## src/rtl/sft_pkg.sv

```systemverilog
package sft_pkg;

    localparam int COL_W   = 10;
    localparam int ROW_W   = 10;
    localparam int FINE_W  = 10;
    localparam int TIME_W  = COL_W + 2;
    localparam int VLEN_W  = 24;

    localparam int MIN_ROW_CLKS    = 704;
    localparam int HB_FLOOR_NONE   = 61;
    localparam int HB_FLOOR_BIN2   = 71;
    localparam int HB_FLOOR_BIN4   = 91;
    localparam int FRAME_TAIL_CLKS = 4;
    localparam int EXPOSURE_PAD    = 2;

    typedef enum logic [1:0] {
        BIN_NONE  = 2'b00,
        BIN_TWO   = 2'b01,
        BIN_FOUR  = 2'b10,
        BIN_FOUR2 = 2'b11
    } bin_mode_e;

    typedef enum logic [1:0] {
        SEQ_IDLE,
        SEQ_ROWS,
        SEQ_BLANK
    } seq_state_e;

    typedef struct packed {
        logic [ROW_W-1:0]  height;
        logic [ROW_W-1:0]  coarse;
        logic [FINE_W-1:0] fine;
    } ctx_cfg_t;

    typedef struct packed {
        logic [COL_W-1:0] width;
        logic [COL_W-1:0] hblank;
        logic [ROW_W-1:0] vblank;
        bin_mode_e        bin;
        ctx_cfg_t         ctx;
    } frame_cfg_t;

    typedef struct packed {
        logic [TIME_W-1:0] row_time;
        logic [ROW_W-1:0]  rows;
        logic [VLEN_W-1:0] blank_len;
    } frame_plan_t;

    function automatic logic [COL_W-1:0] hblank_floor(input bin_mode_e m);
        case (m)
            BIN_NONE: return COL_W'(HB_FLOOR_NONE);
            BIN_TWO:  return COL_W'(HB_FLOOR_BIN2);
            default:  return COL_W'(HB_FLOOR_BIN4);
        endcase
    endfunction

endpackage

```

## src/rtl/sft_ctx_select.sv

```systemverilog
module sft_ctx_select
    import sft_pkg::*;
#(
    parameter int N_CTX = 2,
    localparam int SEL_W = (N_CTX > 1) ? $clog2(N_CTX) : 1
) (
    input  ctx_cfg_t         ctx_set [N_CTX],
    input  logic [SEL_W-1:0] sel,
    output ctx_cfg_t         ctx_out
);

    always_comb begin
        ctx_out = ctx_set[0];
        for (int i = 1; i < N_CTX; i++) begin
            if (sel == SEL_W'(i)) ctx_out = ctx_set[i];
        end
    end

endmodule

```

## src/rtl/sft_timing_calc.sv

```systemverilog
module sft_timing_calc
    import sft_pkg::*;
#(
    parameter int MIN_ROW = MIN_ROW_CLKS,
    parameter int TAIL    = FRAME_TAIL_CLKS,
    parameter int PAD     = EXPOSURE_PAD
) (
    input  frame_cfg_t  cfg,
    output frame_plan_t plan
);

    localparam int RW1 = ROW_W + 1;

    logic [COL_W-1:0]  hb_min;
    logic [COL_W-1:0]  hb_eff;
    logic [TIME_W-1:0] raw_row;
    logic [TIME_W-1:0] row_time;
    logic [ROW_W-1:0]  rows;
    logic [RW1-1:0]    exp_rows;
    logic [RW1-1:0]    read_rows;
    logic              long_exp;
    logic [VLEN_W-1:0] span_rows;
    logic [VLEN_W-1:0] blank_len;

    always_comb begin
        hb_min    = hblank_floor(cfg.bin);
        hb_eff    = (cfg.hblank < hb_min) ? hb_min : cfg.hblank;
        raw_row   = TIME_W'(cfg.width) + TIME_W'(hb_eff);
        row_time  = (raw_row < TIME_W'(MIN_ROW)) ? TIME_W'(MIN_ROW) : raw_row;
        rows      = (cfg.ctx.height == '0) ? ROW_W'(1) : cfg.ctx.height;
        exp_rows  = RW1'(cfg.ctx.coarse) + RW1'(PAD);
        read_rows = RW1'(rows) + RW1'(cfg.vblank);
        long_exp  = exp_rows > read_rows;
        if (long_exp) span_rows = VLEN_W'(exp_rows - RW1'(rows));
        else          span_rows = VLEN_W'(cfg.vblank);
        blank_len = span_rows * VLEN_W'(row_time);
        if (long_exp) blank_len = blank_len + VLEN_W'(cfg.ctx.fine) + VLEN_W'(TAIL);
        plan.row_time  = row_time;
        plan.rows      = rows;
        plan.blank_len = blank_len;
    end

endmodule

```

## src/rtl/sft_sequencer.sv

```systemverilog
module sft_sequencer
    import sft_pkg::*;
(
    input  logic        clk,
    input  logic        rst,
    input  frame_plan_t plan_in,
    output logic        row_start,
    output logic        frame_start,
    output logic        vblank
);

    seq_state_e        state;
    frame_plan_t       plan;
    logic [TIME_W-1:0] col;
    logic [ROW_W-1:0]  row;
    logic [VLEN_W-1:0] blank_left;
    logic              last_col;
    logic              last_row;
    logic              begin_frame;

    always_comb begin
        last_col    = col == (plan.row_time - TIME_W'(1));
        last_row    = row == (plan.rows - ROW_W'(1));
        begin_frame = (state == SEQ_IDLE)
                    | ((state == SEQ_ROWS) & last_col & last_row & (plan.blank_len == '0))
                    | ((state == SEQ_BLANK) & (blank_left == VLEN_W'(1)));
    end

    always_ff @(posedge clk) begin
        if (rst) begin
            state      <= SEQ_IDLE;
            plan       <= '0;
            col        <= '0;
            row        <= '0;
            blank_left <= '0;
        end else if (begin_frame) begin
            state <= SEQ_ROWS;
            plan  <= plan_in;
            col   <= '0;
            row   <= '0;
        end else begin
            case (state)
                SEQ_ROWS: begin
                    if (last_col) begin
                        col <= '0;
                        if (last_row) begin
                            state      <= SEQ_BLANK;
                            blank_left <= plan.blank_len;
                        end else begin
                            row <= row + ROW_W'(1);
                        end
                    end else begin
                        col <= col + TIME_W'(1);
                    end
                end
                SEQ_BLANK: blank_left <= blank_left - VLEN_W'(1);
                default:   state <= SEQ_IDLE;
            endcase
        end
    end

    assign row_start   = (state == SEQ_ROWS) && (col == '0);
    assign frame_start = row_start && (row == '0);
    assign vblank      = (state == SEQ_BLANK);

endmodule

```

## src/rtl/sensor_frame_timer.sv

```systemverilog
module sensor_frame_timer
    import sft_pkg::*;
#(
    parameter int P_MIN_ROW = MIN_ROW_CLKS,
    parameter int P_TAIL    = FRAME_TAIL_CLKS,
    parameter int P_PAD     = EXPOSURE_PAD,
    parameter int P_N_CTX   = 2
) (
    input  logic              clk,
    input  logic              rst,
    input  logic [COL_W-1:0]  win_width,
    input  logic [COL_W-1:0]  hblank,
    input  logic [ROW_W-1:0]  vblank_rows,
    input  logic [1:0]        bin_mode,
    input  logic              ctx_sel,
    input  logic [ROW_W-1:0]  height_a,
    input  logic [ROW_W-1:0]  coarse_a,
    input  logic [FINE_W-1:0] fine_a,
    input  logic [ROW_W-1:0]  height_b,
    input  logic [ROW_W-1:0]  coarse_b,
    input  logic [FINE_W-1:0] fine_b,
    output logic              row_start,
    output logic              frame_start,
    output logic              vblank
);

    ctx_cfg_t    ctx_set [P_N_CTX];
    ctx_cfg_t    ctx_act;
    frame_cfg_t  cfg;
    frame_plan_t plan;

    always_comb begin
        ctx_set[0] = '{height: height_a, coarse: coarse_a, fine: fine_a};
        ctx_set[1] = '{height: height_b, coarse: coarse_b, fine: fine_b};
    end

    sft_ctx_select #(.N_CTX(P_N_CTX)) u_ctx (
        .ctx_set (ctx_set),
        .sel     (ctx_sel),
        .ctx_out (ctx_act)
    );

    always_comb begin
        cfg.width  = win_width;
        cfg.hblank = hblank;
        cfg.vblank = vblank_rows;
        cfg.bin    = bin_mode_e'(bin_mode);
        cfg.ctx    = ctx_act;
    end

    sft_timing_calc #(
        .MIN_ROW (P_MIN_ROW),
        .TAIL    (P_TAIL),
        .PAD     (P_PAD)
    ) u_calc (
        .cfg  (cfg),
        .plan (plan)
    );

    sft_sequencer u_seq (
        .clk         (clk),
        .rst         (rst),
        .plan_in     (plan),
        .row_start   (row_start),
        .frame_start (frame_start),
        .vblank      (vblank)
    );

endmodule

```

## config.mk

```make
export PLATFORM = sky130hd
export DESIGN_NAME = sensor_frame_timer
export DESIGN_NICKNAME = d
export VERILOG_FILES = /design/src/rtl/sft_pkg.sv /design/src/rtl/sft_ctx_select.sv /design/src/rtl/sft_timing_calc.sv /design/src/rtl/sft_sequencer.sv /design/src/rtl/sensor_frame_timer.sv
export SDC_FILE = /design/constraint.sdc
export NUM_CORES = 1
export LEC_CHECK = 0
export ABC_AREA = 1
export CAP_MARGIN = 0
export CORE_UTILIZATION = 55
export DETAILED_ROUTE_END_ITERATION = 7
export PLACE_DENSITY_LB_ADDON = 0.08
export SLEW_MARGIN = 0
export SYNTH_ARGS = -nofsm -noshare
export SYNTH_HDL_FRONTEND = slang
export SYNTH_SLANG_ARGS = --single-unit
```

## constraint.sdc

```tcl
create_clock -name clk -period 17 [get_ports clk]
set_clock_uncertainty 0.05 [all_clocks]
set_input_delay 3.4 -clock clk [delete_from_list [all_inputs] [get_ports clk]]
set_output_delay 3.4 -clock clk [all_outputs]
set_load 0.02 [all_outputs]
```

==> report_table.html, run 1 <==
<table>
<tr><th>Metric</th><th>Value</th></tr>
<tr><th colspan="2">Route</th></tr>
<tr><td>Average routed wire per standard cell</td><td>14.5 um</td></tr>
<tr><td>Number of detailed-routing iterations run before antenna repair</td><td>5</td></tr>
<tr><td>DRC violation count after routing</td><td>0</td></tr>
<tr><td>Post-route ant nets</td><td>0</td></tr>
<tr><td>Starting DRT DRC Count</td><td>1,080</td></tr>
<tr><td>Via-to-Cell Ratio</td><td>5.26</td></tr>
<tr><td>WL final</td><td>38.7 mm</td></tr>
<tr><td>Number of vias after detailed routing</td><td>14,100</td></tr>
<tr><th colspan="2">Clocking</th></tr>
<tr><td>Clock buffers created by TritonCTS</td><td>9</td></tr>
<tr><td>TritonCTS clock tree</td><td>yes</td></tr>
<tr><td>H-tree levels</td><td>3</td></tr>
<tr><td>Number of buffers between clock root and the deepest sink</td><td>2</td></tr>
<tr><td>Number of buffers inserted by hold repair at cts</td><td>0</td></tr>
<tr><td>Total of cells resized after clock tree synthesis</td><td>0</td></tr>
<tr><td>Post-CTS Setup Bufs</td><td>0</td></tr>
<tr><td>Clock Root Buffer</td><td>sky130_fd_sc_hd__clkbuf_16</td></tr>
<tr><td>Clock Sink Count</td><td>93</td></tr>
<tr><td>Clock network latency to the later pin of the worst-skew pair</td><td>0.35 ns</td></tr>
<tr><td>Clock-pin slew reported for the worst setup and hold paths after clock tree synthesis</td><td>0.08 ns</td></tr>
<tr><th colspan="2">Timing</th></tr>
<tr><td>Final max-slew violation count</td><td>0</td></tr>
<tr><td>Max Freq</td><td>0.0703 GHz</td></tr>
<tr><td>Final period utilization</td><td>83.7%</td></tr>
<tr><td>Worst slew slack as a fraction of its limit</td><td>22.3%</td></tr>
<tr><td>Slew @ Worst Pin</td><td>1.16 ns</td></tr>
<tr><td># setup viols final</td><td>0</td></tr>
<tr><td>Count of endpoints failing hold in the final timing report</td><td>0</td></tr>
<tr><td>Final period demand of the worst path</td><td>14.22 ns</td></tr>
<tr><td>Setup_tns</td><td>0 ns</td></tr>
<tr><td>Setup repair after global routing missed its margin</td><td>no</td></tr>
<tr><th colspan="2">Cells and area</th></tr>
<tr><td>Layout cell share with drive strength beyond 1</td><td>2.99%</td></tr>
<tr><td>Layout net count</td><td>2,687</td></tr>
<tr><td>N_diodes</td><td>0</td></tr>
<tr><td>Area occupied by multi-input gates</td><td>10,800 um2</td></tr>
<tr><td>Fill cell count</td><td>2,548</td></tr>
<tr><td>Area Growth Syn to Fin</td><td>10.3%</td></tr>
<tr><td>Combined flip-flop and latch cell area</td><td>1860 um2</td></tr>
<tr><th colspan="2">Yosys</th></tr>
<tr><td>Proportion of synthesized area in mux cells</td><td>1.03%</td></tr>
<tr><td>Post-synthesis compound-gate area fraction</td><td>8.58%</td></tr>
<tr><td>Post-Synth XOR/XNOR Area</td><td>4.84%</td></tr>
<tr><td>Ys flop type</td><td>sky130_fd_sc_hd__dfxtp_1</td></tr>
<tr><td>Simple-gate area share of the yosys netlist</td><td>30.8%</td></tr>
<tr><td>Unique masters post-synth</td><td>50</td></tr>
<tr><td>Share of the synthesized area in the top cell type</td><td>17.6%</td></tr>
<tr><td>Cell taking the most area after synthesis</td><td>sky130_fd_sc_hd__fa_1</td></tr>
<tr><td>Number of warnings issued by yosys</td><td>0</td></tr>
<tr><td>Per-instance average area after synthesis</td><td>6.46 um2</td></tr>
<tr><td>Number of standard cells after synthesis</td><td>2,264</td></tr>
<tr><td>Adder and majority gate portion of the synthesized area</td><td>28.6%</td></tr>
<tr><td>Netlist Area Pre-Place</td><td>14,600 um2</td></tr>
<tr><td>#FFs+latches synth</td><td>93</td></tr>
<tr><td>Post-synthesis async set-or-reset flop share</td><td>0%</td></tr>
<tr><td>Post-Synthesis Net Count</td><td>2,616</td></tr>
<tr><td>Main area contributors after synthesis</td><td>sky130_fd_sc_hd__fa_1, sky130_fd_sc_hd__nand2_1, sky130_fd_sc_hd__dfxtp_1</td></tr>
<tr><td>Sequential area share after synthesis</td><td>12.7%</td></tr>
<tr><td>Number of enable flip-flop cells after synthesis</td><td>0</td></tr>
<tr><td>Largest family of logic cells by synthesized area</td><td>simple AND/OR/NAND/NOR gates</td></tr>
<tr><th colspan="2">Worst setup path</th></tr>
<tr><td>Worst setup slack for register-to-register paths</td><td>13.56 ns</td></tr>
<tr><td>Class of the most critical setup path</td><td>in -&gt; reg</td></tr>
<tr><td>Cell occurring most often along the worst timing path</td><td>sky130_fd_sc_hd__nand2_1</td></tr>
<tr><td>Data arrival time of the critical path</td><td>14.43 ns</td></tr>
<tr><td>Startpoint class of the critical path</td><td>input pin</td></tr>
<tr><td>Capturing element type of the critical path</td><td>register</td></tr>
<tr><td>Maximum net fanout on the critical path</td><td>46</td></tr>
<tr><td>Library cell contributing the largest single delay on the critical path</td><td>sky130_fd_sc_hd__buf_2</td></tr>
<tr><td>Worst EP required</td><td>17.20 ns</td></tr>
<tr><td>Gate family responsible for the most delay along the worst path</td><td>adder cells</td></tr>
<tr><td>Buffer and inverter count on the worst path</td><td>8</td></tr>
<tr><td>Delay contributed by the slowest stage of the critical path</td><td>0.65 ns</td></tr>
<tr><th colspan="2">Global route</th></tr>
<tr><td>Vias in the first global route</td><td>13,500</td></tr>
<tr><td>Number of antenna violations at the first check in global routing</td><td>0</td></tr>
<tr><td>Global-route usage over all layers</td><td>29.6%</td></tr>
<tr><td>Largest net degree at the start of global routing</td><td>47</td></tr>
<tr><td>Grt ovf</td><td>0</td></tr>
<tr><td>Wire length of the first global-routing pass</td><td>64.4 mm</td></tr>
<tr><th colspan="2">Floorplan</th></tr>
<tr><td>Width of the chip</td><td>165 um</td></tr>
<tr><td>Die boundary height</td><td>165 um</td></tr>
<tr><td>Placement Rows</td><td>59</td></tr>
<tr><td>Total die area</td><td>27,300 um2</td></tr>
<tr><td>Starting Density</td><td>56.2%</td></tr>
<tr><td>Core area</td><td>26,100 um2</td></tr>
<tr><td>Number of top-level design ports</td><td>98</td></tr>
<tr><th colspan="2">Flow run</th></tr>
<tr><td>Number of max-capacitance violations reported</td><td>0</td></tr>
<tr><th colspan="2">Placed design</th></tr>
<tr><td>Last weighted congestion value of the routability-driven placer</td><td>0.976</td></tr>
<tr><td>Number of I/O port buffers</td><td>97</td></tr>
<tr><td>Placed wire-length estimate</td><td>32.3 mm</td></tr>
<tr><th colspan="2">Min path</th></tr>
<tr><td>Worst hold path type</td><td>reg -&gt; reg</td></tr>
<tr><th colspan="2">Run status</th></tr>
<tr><td>Outcome</td><td>complete, no violations</td></tr>
</table>
## state kept, by name, summed over array words and instances, names as in the netlist
register          flops
u_seq.plan           45
u_seq.col            12
u_seq.row            10
u_seq.blank_left     24
u_seq.state           2
## worst paths after layout
check	startpoint	endpoint	cells past startpoint
min reg2reg	u_seq.plan[25]$_SDFFE_PP0P_	u_seq.plan[25]$_SDFFE_PP0P_	2
max	ctx_sel	u_seq.plan[21]$_SDFFE_PP0P_	53
max reg2reg	u_seq.plan[34]$_SDFFE_PP0P_	u_seq.blank_left[5]$_SDFFE_PP0P_	16
min	u_seq.plan[25]$_SDFFE_PP0P_	u_seq.plan[25]$_SDFFE_PP0P_	2
## metrics by stage
step           worst slack [ns]  area [um2]  hold slack, ns  util, %  instances
6_report                   2.78       16100           0.427     62.0       2675
5_1_grt                    1.81       16100           0.462     62.0       2675
4_1_cts                    2.90       16100           0.432     62.0       2675
3_5_place_dp               2.53       15800           0.421     60.8       2659
3_3_place_gp               2.99       15800           0.417     60.8       2659
2_1_floorplan              4.08       14600           0.391        -       2264
## Yosys cell counts, drive strengths merged, types with 5 or more instances
| master | number |
|---|---|
| buf | 19 |
| o31ai | 8 |
| mux2i | 5 |
| nand3 | 113 |
| nor3 | 23 |
| o21bai | 6 |
| nand4 | 39 |
| nand2 | 598 |
| or2 | 10 |
| nand3b | 7 |
| a31oi | 9 |
| mux2 | 9 |
| o21ai | 117 |
| clkbuf | 24 |
| clkinv | 7 |
| a21oi | 79 |
| xnor2 | 26 |
| ha | 128 |
| o211ai | 5 |
| nor4 | 11 |
| nor2 | 274 |
| xor2 | 54 |
| fa | 129 |
| inv | 456 |
| dfxtp | 93 |
## worst register-to-register path, delay by kind of cell (launching register included)
kind,cells,cell delay (ns)
buffers and inverters,1,0.14
adders and majority gates,1,0.32
DFF,1,0.32
AOI/OAI and AO/OA,1,0.23
and+or+nand+nor,13,2.35
## cells by family (layout without fill, tap and decap cells)
kind of cell / Yosys count / in the layout
mux: 14 / 14
simple gates: 1081 / 1081
xor+xnor: 80 / 80
flops: 93 / 93
buf+inv: 506 / 582
compound gates: 233 / 233
fa+ha+maj: 257 / 257
## layout make-up
| type | instances | area share, % |
|---|---|---|
| inverters | 463 | 10.8 |
| clock buffers | 9 | 1.39 |
| flip-flops and latches | 93 | 11.5 |
| repair buffers | 103 | 6.26 |
| multi-input cells | 1665 | 67.0 |
| well taps | 335 | 2.60 |
| clock inverters | 7 | 0.488 |
## cell usage in the layout (no fill, tap or decap), types with 2 or more instances in the layout
cell type / synthesis / layout
sky130_fd_sc_hd__mux2i_1: 5 / 5
sky130_fd_sc_hd__or2_2: 8 / 8
sky130_fd_sc_hd__xnor2_1: 26 / 26
sky130_fd_sc_hd__a21o_1: 3 / 3
sky130_fd_sc_hd__o211ai_1: 5 / 5
sky130_fd_sc_hd__nor4_1: 11 / 11
sky130_fd_sc_hd__inv_6: 0 / 3
sky130_fd_sc_hd__ha_1: 128 / 128
sky130_fd_sc_hd__o21bai_1: 6 / 6
sky130_fd_sc_hd__o21ai_0: 81 / 81
sky130_fd_sc_hd__nand3b_1: 7 / 7
sky130_fd_sc_hd__or2_1: 2 / 2
sky130_fd_sc_hd__nor2_2: 4 / 4
sky130_fd_sc_hd__nand3_2: 4 / 4
sky130_fd_sc_hd__a31oi_1: 9 / 9
sky130_fd_sc_hd__nand3_1: 109 / 109
sky130_fd_sc_hd__clkdlybuf4s50_1: 0 / 96
sky130_fd_sc_hd__nor3_1: 23 / 23
sky130_fd_sc_hd__clkinv_1: 7 / 7
sky130_fd_sc_hd__nand4_1: 39 / 39
sky130_fd_sc_hd__clkbuf_16: 0 / 9
sky130_fd_sc_hd__clkinv_8: 0 / 2
sky130_fd_sc_hd__mux2_2: 9 / 9
sky130_fd_sc_hd__inv_2: 8 / 8
sky130_fd_sc_hd__a21oi_1: 78 / 78
sky130_fd_sc_hd__nor3b_1: 2 / 2
sky130_fd_sc_hd__nor2_1: 266 / 266
sky130_fd_sc_hd__xor2_1: 53 / 53
sky130_fd_sc_hd__nand2_2: 3 / 3
sky130_fd_sc_hd__nor2_4: 4 / 4
sky130_fd_sc_hd__buf_4: 2 / 6
sky130_fd_sc_hd__o21ai_1: 35 / 35
sky130_fd_sc_hd__inv_1: 448 / 448
sky130_fd_sc_hd__o22ai_1: 2 / 2
sky130_fd_sc_hd__fa_1: 129 / 129
sky130_fd_sc_hd__o31ai_1: 8 / 8
sky130_fd_sc_hd__nand2_1: 592 / 592
sky130_fd_sc_hd__nand2_4: 3 / 3
sky130_fd_sc_hd__dfxtp_1: 93 / 93
sky130_fd_sc_hd__and2_1: 2 / 2
## routing by layer
layer / track usage (%) / vias to the layer above / wire length [um]
met5: 0 / - / 0
li1: - / 7132 / -
met3: 1.95 / 76 / 1720
met4: 11.0 / 0 / 1260
met1: 39.1 / 6448 / 17600
met2: 50.7 / 402 / 18100
Power of run 1 is not shown: default switching activity piles up to over one toggle a cycle in this logic, so the estimate is an artifact.
==> run 2, diff against run 1 <==
- clock period: 17 -> 13.1 ns (I/O delays scaled with it)
==> report_table.html, run 2 (same netlist as run 1, synthesis figures left out) <==
<table>
<tr><th>Metric</th><th>Value</th></tr>
<tr><th colspan="2">Global route</th></tr>
<tr><td>Global-route usage over all layers</td><td>29.5% (-0.087 points)</td></tr>
<tr><td>Largest net degree at the start of global routing</td><td>42 (-11%)</td></tr>
<tr><td>Grt ovf</td><td>0 (unchanged)</td></tr>
<tr><td>Vias in the first global route</td><td>13,500 (+0.059%)</td></tr>
<tr><td>Number of antenna violations at the first check in global routing</td><td>0 (unchanged)</td></tr>
<tr><td>Wire length of the first global-routing pass</td><td>64.1 mm (-0.39%)</td></tr>
<tr><th colspan="2">Cells and area</th></tr>
<tr><td>Largest registers ranked by flip-flop count</td><td>u_seq.plan (45), u_seq.blank_left (24), u_seq.col (12)</td></tr>
<tr><td>N_diodes</td><td>0 (unchanged)</td></tr>
<tr><td>Register ranked first by flip-flop count</td><td>u_seq.plan</td></tr>
<tr><td>Final cell area excluding filler cells</td><td>16,300 um2 (+1.1%)</td></tr>
<tr><td>Commonest non-fill, non-tap cells in the layout</td><td>sky130_fd_sc_hd__nand2_1, sky130_fd_sc_hd__inv_1, sky130_fd_sc_hd__nor2_1</td></tr>
<tr><td>Flip-flop count of the largest register after layout</td><td>45 (unchanged)</td></tr>
<tr><td>Most common cell after layout, fill and taps aside</td><td>sky130_fd_sc_hd__nand2_1</td></tr>
<tr><td>Layout net count</td><td>2,705 (+0.67%)</td></tr>
<tr><td>Area Growth Syn to Fin</td><td>11.6%</td></tr>
<tr><td>Layout cell share with drive strength beyond 1</td><td>4.16% (+1.2 points)</td></tr>
<tr><th colspan="2">Route</th></tr>
<tr><td>Starting DRT DRC Count</td><td>1,127 (+4.4%)</td></tr>
<tr><td>Number of vias after detailed routing</td><td>14,000 (-0.14%)</td></tr>
<tr><td>Average routed wire per standard cell</td><td>14.3 um (-1.2%)</td></tr>
<tr><td>Via-to-Cell Ratio</td><td>5.21 (-0.81%)</td></tr>
<tr><td>Number of detailed-routing iterations run before antenna repair</td><td>6 (+1)</td></tr>
<tr><td>Post-route ant nets</td><td>0 (unchanged)</td></tr>
<tr><td>WL final</td><td>38.5 mm (-0.52%)</td></tr>
<tr><td>DRC violation count after routing</td><td>0 (unchanged)</td></tr>
<tr><th colspan="2">Floorplan</th></tr>
<tr><td>Core area</td><td>26,100 um2 (unchanged)</td></tr>
<tr><td>Placement Rows</td><td>59 (unchanged)</td></tr>
<tr><td>Number of top-level design ports</td><td>98 (unchanged)</td></tr>
<tr><td>Starting Density</td><td>56.2% (unchanged)</td></tr>
<tr><td>Total die area</td><td>27,300 um2 (unchanged)</td></tr>
<tr><td>Die boundary height</td><td>165 um (unchanged)</td></tr>
<tr><td>Width of the chip</td><td>165 um (unchanged)</td></tr>
<tr><th colspan="2">Worst setup path</th></tr>
<tr><td>Maximum net fanout on the critical path</td><td>9 (-80%)</td></tr>
<tr><td>Capture point of the critical path</td><td>u_seq.plan[21]$_SDFFE_PP0P_</td></tr>
<tr><td>Delay contributed by the slowest stage of the critical path</td><td>0.54 ns (-0.11 ns)</td></tr>
<tr><td>Library cell contributing the largest single delay on the critical path</td><td>sky130_fd_sc_hd__fa_1</td></tr>
<tr><td>Data arrival time of the critical path</td><td>12.56 ns (-1.87 ns)</td></tr>
<tr><td>Reg2Reg Launch Point</td><td>u_seq.plan[35]$_SDFFE_PP0P_</td></tr>
<tr><td>Worst EP required</td><td>13.30 ns (-3.90 ns)</td></tr>
<tr><td>Class of the most critical setup path</td><td>in -&gt; reg</td></tr>
<tr><td>Origin of the worst setup path</td><td>bin_mode[1]</td></tr>
<tr><td>Capturing element type of the critical path</td><td>register</td></tr>
<tr><td>Cell occurring most often along the worst timing path</td><td>sky130_fd_sc_hd__nand2_1</td></tr>
<tr><td>Worst setup slack for register-to-register paths</td><td>9.64 ns (-3.92 ns)</td></tr>
<tr><td>Worst flop-to-flop path endpoint</td><td>u_seq.blank_left[5]$_SDFFE_PP0P_</td></tr>
<tr><td>Number of cells on the worst reg-to-reg path</td><td>18 (+2)</td></tr>
<tr><td>Startpoint class of the critical path</td><td>input pin</td></tr>
<tr><th colspan="2">Clocking</th></tr>
<tr><td>Number of buffers inserted by hold repair at cts</td><td>0 (unchanged)</td></tr>
<tr><td>Clock Root Buffer</td><td>sky130_fd_sc_hd__clkbuf_16</td></tr>
<tr><td>Clock Sink Count</td><td>93 (unchanged)</td></tr>
<tr><td>TritonCTS clock tree</td><td>yes</td></tr>
<tr><td>Clock network latency to the later pin of the worst-skew pair</td><td>0.35 ns (about the same)</td></tr>
<tr><td>Number of buffers between clock root and the deepest sink</td><td>2 (unchanged)</td></tr>
<tr><td>Clock buffers created by TritonCTS</td><td>9 (unchanged)</td></tr>
<tr><td>Clock-pin slew reported for the worst setup and hold paths after clock tree synthesis</td><td>0.07 ns (about the same)</td></tr>
<tr><td>H-tree levels</td><td>3 (unchanged)</td></tr>
<tr><th colspan="2">Timing</th></tr>
<tr><td># setup viols final</td><td>0 (unchanged)</td></tr>
<tr><td>Worst slew slack as a fraction of its limit</td><td>27.8% (+5.5 points)</td></tr>
<tr><td>Setup repair after global routing missed its margin</td><td>no</td></tr>
<tr><td>Slew @ Worst Pin</td><td>1.08 ns (-0.0829 ns)</td></tr>
<tr><td>Setup_tns</td><td>0 ns (unchanged)</td></tr>
<tr><td>Final period utilization</td><td>94.4%</td></tr>
<tr><td>Final max-slew violation count</td><td>0 (unchanged)</td></tr>
<tr><td>Final period demand of the worst path</td><td>12.36 ns</td></tr>
<tr><td>Max Freq</td><td>0.0809 GHz</td></tr>
<tr><td>Count of endpoints failing hold in the final timing report</td><td>0 (unchanged)</td></tr>
<tr><th colspan="2">Min path</th></tr>
<tr><td>Worst hold path type</td><td>reg -&gt; reg</td></tr>
<tr><th colspan="2">Placed design</th></tr>
<tr><td>Last weighted congestion value of the routability-driven placer</td><td>0.926 (-5.1%)</td></tr>
<tr><td>Number of I/O port buffers</td><td>97 (unchanged)</td></tr>
<tr><td>Placed Instance Area</td><td>16,000 um2 (+0.81%)</td></tr>
<tr><td>Placed wire-length estimate</td><td>32.2 mm (-0.30%)</td></tr>
<tr><th colspan="2">Run status</th></tr>
<tr><td>Outcome</td><td>complete, no violations</td></tr>
<tr><th colspan="2">Flow run</th></tr>
<tr><td>Number of max-capacitance violations reported</td><td>0 (unchanged)</td></tr>
</table>
==> run 2: changes by cell type in the layout (fill, tap and decap cells not counted), sizes merged <==
cell / before / now
bufinv: 0 / 1
clkinvlp: 0 / 3
clkbuf: 9 / 11
clkinv: 10 / 8
inv: 460 / 457
buf: 7 / 24
==> run 2: metrics by stage <==
| stage | hold WS, ns | worst slack [ns] | instances | utilization, % |
|---|---|---|---|---|
| floorplan | 0.391 | 0.955 | 2264 | - |
| global placement | 0.415 | -0.0685 | 2676 | 61.3 |
| detailed placement | 0.415 | -0.291 | 2676 | 61.3 |
| CTS | 0.425 | 0.0490 | 2692 | 62.5 |
| global route | 0.438 | 0.0214 | 2693 | 62.7 |
| finish | 0.426 | 0.740 | 2693 | 62.7 |
==> run 2: routing by layer <==
| layer | global-route usage (%) | share of wire (%) | vias to the layer above |
|---|---|---|---|
| li1 | - | - | 7175 |
| met1 | 38.1 | 45 | 6469 |
| met2 | 52.3 | 48 | 334 |
| met3 | 2.75 | 4.7 | 60 |
| met4 | 8.13 | 2.1 | 0 |
| met5 | 0 | 0 | - |
==> run 2: worst max-delay path: cells and delay by family <==
| kind | cells | cell delay (ns) |
|---|---|---|
| fa+ha+maj | 11 | 4.26 |
| simple gates | 25 | 3.24 |
| buf+inv | 12 | 1.47 |
| compound gates | 6 | 0.70 |
| xor+xnor | 1 | 0.27 |
==> run 2: how the worst min path moves through the flow <==
stage | from | to | slack [ns] | cells after the start
final | u_seq.plan[25]$_SDFFE_PP0P_ | u_seq.plan[25]$_SDFFE_PP0P_ | 0.43 | 2
after global routing | u_seq.plan[2]$_SDFFE_PP0P_ | u_seq.plan[2]$_SDFFE_PP0P_ | 0.44 | 2
after CTS | u_seq.plan[2]$_SDFFE_PP0P_ | u_seq.plan[2]$_SDFFE_PP0P_ | 0.43 | 2
after detailed placement | u_seq.plan[2]$_SDFFE_PP0P_ | u_seq.plan[2]$_SDFFE_PP0P_ | 0.41 | 2
after global placement | u_seq.plan[2]$_SDFFE_PP0P_ | u_seq.plan[2]$_SDFFE_PP0P_ | 0.42 | 2
after floorplan | u_seq.plan[4]$_SDFFE_PP0P_ | u_seq.plan[4]$_SDFFE_PP0P_ | 0.39 | 2
==> run 2: what timing repair did <==
item,4_1_cts,5_1_grt
resized for setup,0,12
endpoints found under the setup margin,0,14
setup buffers,0,1
endpoints found under the hold margin,0,0
==> run 2: area by class of cell <==
type                            count  area [um2]
Tap cell                          335         419
Clock buffer                       10         239
Timing Repair Buffer              121        1150
Sequential cell                    93        1860
Multi-Input combinational cell   1665       10800
Fill cell                        2525        9730
Clock inverter                      6        70.1
Inverter                          463        1750
Power of run 2 is left out for the same reason.
==> run 3, diff against run 2 <==
- CAP_MARGIN: 0 -> default
==> results of run 3 <==
Final layout, timing and power as in run 2 (identical DEF).
Power of run 3 is left out for the same reason.
